File: config.mk
export PLATFORM = sky130hd
export DESIGN_NAME = nibble_reload_timer
export DESIGN_NICKNAME = d
export VERILOG_FILES = /design/src/rtl/nrt_pkg.sv /design/src/rtl/nrt_load_regs.sv /design/src/rtl/nrt_counter.sv /design/src/rtl/nrt_read_port.sv /design/src/rtl/nibble_reload_timer.sv
export SDC_FILE = /design/constraint.sdc
export NUM_CORES = 1
export LEC_CHECK = 0
export ABC_AREA = 1
export BUFFER_PORTS_ARGS = -buffer_cell sky130_fd_sc_hd__buf_2
export CAP_MARGIN = 20
export CORE_ASPECT_RATIO = 0.75
export CORE_MARGIN = 5
export CORE_UTILIZATION = 30
export DETAILED_ROUTE_END_ITERATION = 10
export PLACE_DENSITY = 0.52
export SYNTH_ARGS = -nofsm -noshare
export SYNTH_HDL_FRONTEND = slang
export SYNTH_SLANG_ARGS = --single-unit
File: constraint.sdc
create_clock -name clk -period 1.9 [get_ports clk]
set_input_delay 0.095 -clock clk [delete_from_list [all_inputs] [get_ports clk]]
set_output_delay 0.095 -clock clk [all_outputs]
set_load 0.005 [all_outputs]
File: src/rtl/nrt_pkg.sv
package nrt_pkg;
    localparam int NIB_W = 4;
    localparam int CNT_W = 2 * NIB_W;

    typedef logic [NIB_W-1:0] nib_t;
    typedef logic [CNT_W-1:0] cnt_t;

    // Direct-load command from the write side to the counter.
    typedef struct packed {
        logic en;
        cnt_t val;
    } load_cmd_t;

    localparam cnt_t CNT_TOP = {CNT_W{1'b1}};

    function automatic logic is_top(input cnt_t c);
        return c == CNT_TOP;
    endfunction

    function automatic nib_t hi_half(input cnt_t c);
        return c[CNT_W-1:NIB_W];
    endfunction

    function automatic nib_t lo_half(input cnt_t c);
        return c[NIB_W-1:0];
    endfunction
endpackage

File: src/rtl/nrt_load_regs.sv
module nrt_load_regs
    import nrt_pkg::*;
(
    input  logic      clk,
    input  logic      rst,
    input  nib_t      wdata,
    input  logic      wr_lo,
    input  logic      wr_hi,
    output load_cmd_t load_cmd,
    output cnt_t      reload_q,
    output nib_t      hold_q
);
    cnt_t assembled;

    assign assembled     = {wdata, hold_q};
    assign load_cmd.en   = wr_hi;
    assign load_cmd.val  = assembled;

    always_ff @(posedge clk) begin
        if (rst) begin
            hold_q   <= '0;
            reload_q <= '0;
        end else begin
            if (wr_lo) hold_q <= wdata;
            if (wr_hi) reload_q <= assembled;
        end
    end
endmodule

File: src/rtl/nrt_counter.sv
module nrt_counter
    import nrt_pkg::*;
(
    input  logic      clk,
    input  logic      rst,
    input  logic      tick,
    input  load_cmd_t load_cmd,
    input  cnt_t      reload_q,
    output cnt_t      count_q,
    output logic      ovf_q
);
    logic wrap;
    cnt_t count_d;

    assign wrap = tick && is_top(count_q);

    always_comb begin
        if (load_cmd.en)   count_d = load_cmd.val;   // software write wins
        else if (wrap)     count_d = reload_q;
        else if (tick)     count_d = count_q + cnt_t'(1);
        else               count_d = count_q;
    end

    always_ff @(posedge clk) begin
        if (rst) begin
            count_q <= '0;
            ovf_q   <= 1'b0;
        end else begin
            count_q <= count_d;
            ovf_q   <= wrap;
        end
    end
endmodule

File: src/rtl/nrt_read_port.sv
module nrt_read_port
    import nrt_pkg::*;
(
    input  logic clk,
    input  logic rst,
    input  logic rd_lo,
    input  logic rd_hi,
    input  cnt_t count_q,
    output nib_t rdata,
    output nib_t lat_q
);
    always_ff @(posedge clk) begin
        if (rst)        lat_q <= '0;
        else if (rd_hi) lat_q <= lo_half(count_q);
    end

    always_comb begin
        if (rd_hi)      rdata = hi_half(count_q);
        else if (rd_lo) rdata = lat_q;
        else            rdata = '0;
    end
endmodule

File: src/rtl/nibble_reload_timer.sv
module nibble_reload_timer
    import nrt_pkg::*;
(
    input  logic             clk,
    input  logic             rst,
    input  logic             tick,
    input  logic [NIB_W-1:0] wdata,
    input  logic             wr_lo,
    input  logic             wr_hi,
    input  logic             rd_lo,
    input  logic             rd_hi,
    output logic [NIB_W-1:0] rdata,
    output logic             ovf_pulse
);
    load_cmd_t load_cmd;
    cnt_t      reload_q;
    cnt_t      count_q;
    nib_t      hold_q;
    nib_t      lat_q;

    nrt_load_regs i_load (
        .clk(clk), .rst(rst), .wdata(wdata), .wr_lo(wr_lo), .wr_hi(wr_hi),
        .load_cmd(load_cmd), .reload_q(reload_q), .hold_q(hold_q)
    );

    nrt_counter i_cnt (
        .clk(clk), .rst(rst), .tick(tick), .load_cmd(load_cmd),
        .reload_q(reload_q), .count_q(count_q), .ovf_q(ovf_pulse)
    );

    nrt_read_port i_rd (
        .clk(clk), .rst(rst), .rd_lo(rd_lo), .rd_hi(rd_hi),
        .count_q(count_q), .rdata(rdata), .lat_q(lat_q)
    );
endmodule

Word-level counts from Yosys, hierarchy flattened
Index checks and enable logic that the tools add are counted.

Word-level logic and storage cells: 14. Bits of input ports: 11. Register bits after elaboration: 25.

Equality and inequality tests: 1. Add/subtract/negate cells: 1. Reductions and logical operators: 2. Muxes and demuxes: 5.

Operators with widths (count): 2-to-1 mux 8 bit (3); adder 8 x 1 -> 8 bit, second input constant (1); equality test 8 bit, second input constant (1); 2-to-1 mux 4 bit (2); nonzero test 3 bit (1); logical AND 1 bit (1).

Longest topological paths before layout
Gate-level depths: netlist of run 1.

Word-level depth: 4. Depth in mapped cells: 9.

Modules after synthesis
A second synthesis of run 1 with hierarchy kept.

Cells, all modules: 206. Area total of the unflattened synthesis: 1415.1 µm².

By module, submodules not included: nrt_counter (area each 660.6 µm², cells each 94, seq. area each 180.2 µm², times used 1); nrt_load_regs (area each 559.3 µm², cells each 82, seq. area each 240.2 µm², times used 1); nrt_read_port (area each 195.2 µm², cells each 30, seq. area each 80.1 µm², times used 1).

Worst setup path after synthesis of run 1
No wires, ideal clock.

Kind: reg2reg. From: register i_cnt.count_q[0]. To: register i_cnt.count_q[3]. Stages on the path, launching flop included: 8. Clock period less this slack: 1.225 ns. Arrival time: 1.159 ns. Path buffers: 0. Required time: 1.834 ns. Path slack: 0.675 ns. Cells stage by stage: dfxtp_1 -> ha_1 -> nand2_2 -> nor2_8 -> nand2_4 -> o21ai_2 -> inv_1 -> a21oi_2.

Cells in the longest elaborated chain, start to end: 4.

RTL lines: start, declared (line nrt_counter.sv:9) `output cnt_t count_q,`; start signal, assigned (line nrt_counter.sv:29) `count_q <= count_d;`; adder 8 x 1 -> 8 bit / equality test 8 bit (equally long branches) (line nrt_counter.sv:20, nrt_pkg.sv:17); 2-to-1 mux 8 bit / logical AND 1 bit (equally long branches) (line nrt_counter.sv:20, nrt_counter.sv:15); 2-to-1 mux 8 bit (line nrt_counter.sv:19) `else if (wrap) count_d = reload_q;`; 2-to-1 mux 8 bit (line nrt_counter.sv:18) `if (load_cmd.en) count_d = load_cmd.val;`.

Parallel ways exist; a longest one is shown, timed or not. The select of a mux whose other input is x is not followed. A chain may end at the register's enable or synchronous reset.

Final worst setup path of run 1
From: register i_cnt.count_q[0]. To: register i_cnt.count_q[4].

The elaborated chain is that of the path after synthesis.

==> results of run 1 <==
worst max-delay path, delay by kind of cell, from the launching register on:
| family | cells | cell delay, ns |
|---|---|---|
| flops | 1 | 0.44 |
| fa+ha+maj | 1 | 0.22 |
| simple gates | 8 | 0.71 |
metrics by stage:
| stage | hold WS [ns] | area (sq um) | total power, uW |
|---|---|---|---|
| floorplan | 0.230 | 1210 | 658 |
| global route | 0.0686 | 1390 | 1070 |
| detailed placement | 0.347 | 1340 | 701 |
| global placement | 0.345 | 1340 | 702 |
| CTS | 0.0608 | 1390 | 1030 |
| finish | 0.0642 | 1390 | 1010 |
worst max path at each step:
stage                       endpoint  slack, ns  cells after the start
CTS                 i_cnt.count_q[3]       0.47                      7
finish              i_cnt.count_q[4]       0.47                      9
global route        i_cnt.count_q[7]       0.33                      7
detailed placement  i_cnt.count_q[3]       0.50                      7
floorplan           i_cnt.count_q[3]       0.68                      7
global placement    i_cnt.count_q[3]       0.51                      7
layer usage:
metal | up-vias | track usage, %
li1 | 587 | -
met1 | 489 | 16.8
met2 | 14 | 17.1
met3 | 2 | 4.07
met4 | 0 | 1.84
met5 | - | 0
cells by family (layout without fill, tap and decap cells):
logic type / count (synthesis) / in the layout / share of synthesized area [%]
AO/OA/AOI/OAI: 39 / 39 / 18.1
XOR/XNOR: 2 / 2 / 1.45
buffers and inverters: 24 / 39 / 7.64
adder cells (fa/ha/maj): 1 / 1 / 1.03
AND/OR/NAND/NOR: 81 / 81 / 30.5
flip-flops: 25 / 25 / 41.3
cell type report:
class | instances | area, sq um
Multi-Input combinational cell | 123 | 619
Inverter | 20 | 75.1
Tap cell | 55 | 68.8
Timing Repair Buffer | 15 | 75.1
Clock buffer | 3 | 41.3
Clock inverter | 1 | 5.00
Sequential cell | 25 | 500
Fill cell | 437 | 2590
sequential cells by signal (all words and copies together) (netlist names):
register         flops
i_rd.lat_q           4
i_load.reload_q      8
i_load.hold_q        4
i_cnt.count_q        8
i_cnt.ovf_q          1
where the power goes:
group          total (uW)  switching (uW)  leakage, uW  internal (uW)
registers             572            21.9     0.000205            550
clock network         321             174    0.0000255            147
logic                 117            73.6     0.000365           43.1
placed cells by master (no fill, tap or decap), types with 2 or more instances in the layout:
master,n
nand2_1,40
dfxtp_1,25
nor2_1,21
inv_1,20
a21oi_1,17
buf_2,15
o21ai_0,11
nand3_1,11
a21boi_0,4
o22ai_1,3
clkbuf_8,3
nand2_2,2
a31oi_1,2
nand3b_1,2
==> results.toml, run 1 <==
[clock_tree]
cts_buffers = 3
clock_sinks = 25
root_buffer = "clkbuf_8"
insertion_delay_ns = 0.27
cts_tree = "done"
cts_max_level = 1
clk_pin_slew_ns = 0.09
cts_resized = 0
cts_hold_buf = 0
post_cts_buffers = 0
clockBufferDepth = 2

[critical_path]
crit_path_end_kind = "register"
ff2ff_path_depth = 9
max_stage_delay_ns = 0.44
reg2reg_to = "i_cnt.count_q[4]"
critPathKind = "register to register"
cp_max_fo = 8
arrival_ns = 1.65
critPathLaunch = "i_cnt.count_q[0]"
crit_path_cell_trace = "ha_1 > nand2_2 > nor2_8 > nand2_4 > nand2_2 > nand2_1 > nand2_1 > nor2_1 > nor2_1"
startpoint_type = "register"
cp_data_required_time_ns = 2.12
rr_startpoint = "i_cnt.count_q[0]"
rrSetupSlack_ns = 0.47
crit_slowest_cell = "dfxtp_1"

[layout]
drive_above_1_share_pct = 14.4
diodes = 0
final_core_util_pct = 34.8
fin_nets = 200
stdcell_count = 242
syn_to_final_growth_pct = 14.2

[synthesis]
synth-seq-area-share_pct = 41.3
synthTopCellsByArea = "dfxtp_1, nand2_1, a21oi_1"
synth_top_area_share_pct = 41.3
async_flop_share_pct = 0
synth_top_cell_by_area = "dfxtp_1"
ys_ff_latch = 25
synth_common_cells = "nand2_1, dfxtp_1, nor2_1"
yosys.cell_count.top_type = "nand2_1"
yosys_warnings = 0
synth.distinct_cells = 25
netlist_area_sq_um = 1210
post_synth.cell_area_avg_sq_um = 7.05
synthCells = 172
synth-edff-count = 0
synth_nets = 184
synth_ff_type = "dfxtp_1"

[min_path]
holdPathStages = 3
min_to = "i_load.hold_q[3]"
hold_class = "primary input to register"
hp-start = "wdata[3]"

[placement]
dp_hpwl_microns = 2170
pre_cts_ws_ns = 0.498
placedCellCount = 238
io_buffers = 15
place.gp.congestion = 0.770

[floorplanning]
initial_core_util_pct = 30.5
rows = 20
die_y_microns = 65.1
die-area_sq_um = 5430
coreArea_sq_um = 3980
pin_count = 16
die_w_microns = 83.4

[power_and_ir_drop]
p_per_area_nw_per_um2 = 729
leakage_uw = 0.000595
vdd_drop_max_mv = 0.414

[timing]
final_max_slew_viol_count = 0
final_hold_viol_count = 0
fmax_mhz = 701
finClkSkew_ns = 0.00306
finalCriticalPeriod_ns = 1.43
setup_viol = 0
slew_headroom_pct = 75.1
layout_setup_ws_ns = 0.473
period_share_pct = 75.1
fin_tns_setup_ns = 0
rsz0062_at_grt = "false"
worst_slew_pin_slew_ns = 0.372

[global_routing]
grt_pass1_wl_microns = 5100
grt_usage_pct = 11.7
grt_max_degree = 20
first_global_vias = 1043
grt_antenna_before_repair = 0
grt.overflow.total = 0

[route]
met2WireLength_microns = 1140
dr.first_iter.drc_count = 57
wl_met3_microns = 116
wl_per_cell_microns = 12.2
top_layer_used = "met4"
firstDrtPassIters = 4
num_vias = 1092
drc_errors = 0
wl_met1_microns = 1660
drtAntennaViolNets = 0
routed_wl_microns = 2940
drt-vias-per-instance = 4.51

[run]
cap_violations = 0

[outcome]
status = "finished, final reports clean"
(Power assumes the default switching activity.)
==> run 2: changes to the inputs <==
--- a/config.mk
+++ b/config.mk
@@ -12,7 +12,7 @@
 export CORE_MARGIN = 5
 export CORE_UTILIZATION = 30
 export DETAILED_ROUTE_END_ITERATION = 10
-export PLACE_DENSITY = 0.52
+export PLACE_DENSITY = 0.54
 export SYNTH_ARGS = -nofsm -noshare
 export SYNTH_HDL_FRONTEND = slang
 export SYNTH_SLANG_ARGS = --single-unit
==> constraint.sdc (replaced) <==
create_clock -name clk -period 1.3 [get_ports clk]
set_input_delay 0.065 -clock clk [delete_from_list [all_inputs] [get_ports clk]]
set_output_delay 0.065 -clock clk [all_outputs]
set_load 0.005 [all_outputs]
==> results.toml, run 2 (synthesis results as in run 1) <==
[outcome]
status = "finished, final reports clean"

[timing]
period_share_pct = 94.2
whs_ns = 0.0329
fin_tns_setup_ns = 0
setup_viol = 0
final_hold_viol_count = 0
slew_headroom_pct = 75.6
fmax_mhz = 817
finalCriticalPeriod_ns = 1.22
final_max_slew_viol_count = 0
finClkSkew_ns = 0.00334
worst_slew_pin_slew_ns = 0.365

[clock_tree]
cts_max_level = 1
cts_hold_buf = 0
clockBufferDepth = 2
cts_tree = "done"
cts_buffers = 3
insertion_delay_ns = 0.27
root_buffer = "clkbuf_8"
clock_sinks = 25
clk_pin_slew_ns = 0.09

[power_and_ir_drop]
p_seq_share_pct = 54.5
p_sw_uw = 416
p_int_uw = 1110
switching_share_pct = 27.3
combPwrFrac_pct = 13.8
p_per_area_nw_per_um2 = 1000
vdd_drop_max_mv = 0.682
leakage_uw = 0.000657
p_clk_share_pct = 31.7
finalPower_uw = 1530

[critical_path]
ff2ff_path_depth = 6
critPathKind = "register to register"
crit_path_cell_trace = "nand3_2 > nor2_8 > buf_4 > nand3b_1 > nand3_1 > a21oi_1"
crit_path_end_kind = "register"
arrival_ns = 1.39
cp_data_required_time_ns = 1.46
startpoint_type = "register"
crit_slowest_cell = "dfxtp_1"
rr_startpoint = "i_cnt.count_q[4]"
reg2reg_to = "i_cnt.count_q[0]"
rrSetupSlack_ns = 0.08
max_stage_delay_ns = 0.38
cpLargestDelayFamily = "simple AND/OR/NAND/NOR gates"
cp_max_fo = 6
cp.buffers_inverters = 1

[layout]
diodes = 0
syn_to_final_growth_pct = 25.9
reg_top3 = "i_cnt.count_q: 8 flops, i_load.reload_q: 8 flops"
final_common_cell = "nand2_1"
nFillCells = 422
drive_above_1_share_pct = 24.0
layout_common_cells = "nand2_1, nor2_1, inv_1, dfxtp_1, a21oi_1"
fin_nets = 213

[min_path]
hp-start = "wdata[3]"
min_to = "i_load.hold_q[3]"
holdPathStages = 3
hold_class = "primary input to register"

[floorplanning]
coreArea_sq_um = 3980
die-area_sq_um = 5430
die_w_microns = 83.4
pin_count = 16
rows = 20
die_y_microns = 65.1
initial_core_util_pct = 30.5

[route]
dr.first_iter.drc_count = 34
routed_wl_microns = 3060
wl_met3_microns = 112
drtAntennaViolNets = 0
drc_errors = 0
wl_per_cell_microns = 12.0
firstDrtPassIters = 4
met2WireLength_microns = 1220
wl_met1_microns = 1720
num_vias = 1138
drt-vias-per-instance = 4.46
top_layer_used = "met4"

[global_routing]
grt_usage_pct = 11.4
grt.overflow.total = 0
grt_antenna_before_repair = 0
first_global_vias = 1073
grt_pass1_wl_microns = 4970
grt_max_degree = 19

[placement]
place.gp.congestion = 0.801
io_buffers = 15
dp_hpwl_microns = 2280

[run]
cap_violations = 0
run 2: tightest hold or removal path, stage by stage:
cell	delay, ns
buf_2	0.09
nor2_1	0.04
nor2_1	0.08
run 2: through the flow:
stage	area (sq um)	instances	utilization, %	setup slack, ns
CTS	1460	252	36.8	0.0165
detailed placement	1410	248	35.5	0.0413
global placement	1410	248	35.5	0.0703
finish	1530	255	38.4	0.0760
global route	1530	255	38.4	-0.00606
floorplan	1210	172	-	0.0751
run 2: power groups by stage:
stage,clock [uW],sequential [uW],combinational (uW)
finish,484,833,211
CTS,501,828,205
floorplan,0,844,118
global placement,0,845,206
global route,531,838,240
detailed placement,0,846,204
run 2: routing by layer:
layer / vias up / global-route usage (%)
met5: - / 0
met4: 0 / 2.04
met3: 2 / 3.18
met2: 18 / 16.5
met1: 501 / 16.7
li1: 617 / -
run 2: final cells by class:
cell class                 instances  area, sq um  share of cell area (%)
timing repair buffer              28          173                    11.3
clock inverter                     1         7.51                   0.492
clock buffer                       3         41.3                    2.70
inverter                          20         75.1                    4.92
multi-input combinational        123          654                    42.9
tap                               55         68.8                    4.51
sequential                        25          507                    33.2
run 2: repair_timing:
| action | in CTS | in global routing |
|---|---|---|
| resized for setup | 0 | 11 |
| buffers inserted | 0 | 3 |
| hold endpoints to repair | 0 | 0 |
| endpoints found under the setup margin | 0 | 8 |
run 2: how the worst max path moves through the flow:
stage / cells past startpoint / to / from / slack (ns)
detailed placement: 7 / i_cnt.count_q[1] / i_cnt.count_q[1] / 0.04
finish: 6 / i_cnt.count_q[0] / i_cnt.count_q[4] / 0.08
floorplan: 7 / i_cnt.count_q[3] / i_cnt.count_q[0] / 0.08
CTS: 7 / i_cnt.count_q[3] / i_cnt.count_q[1] / 0.02
global placement: 7 / i_cnt.count_q[3] / i_cnt.count_q[1] / 0.07
global route: 6 / i_cnt.count_q[6] / i_cnt.count_q[1] / -0.006
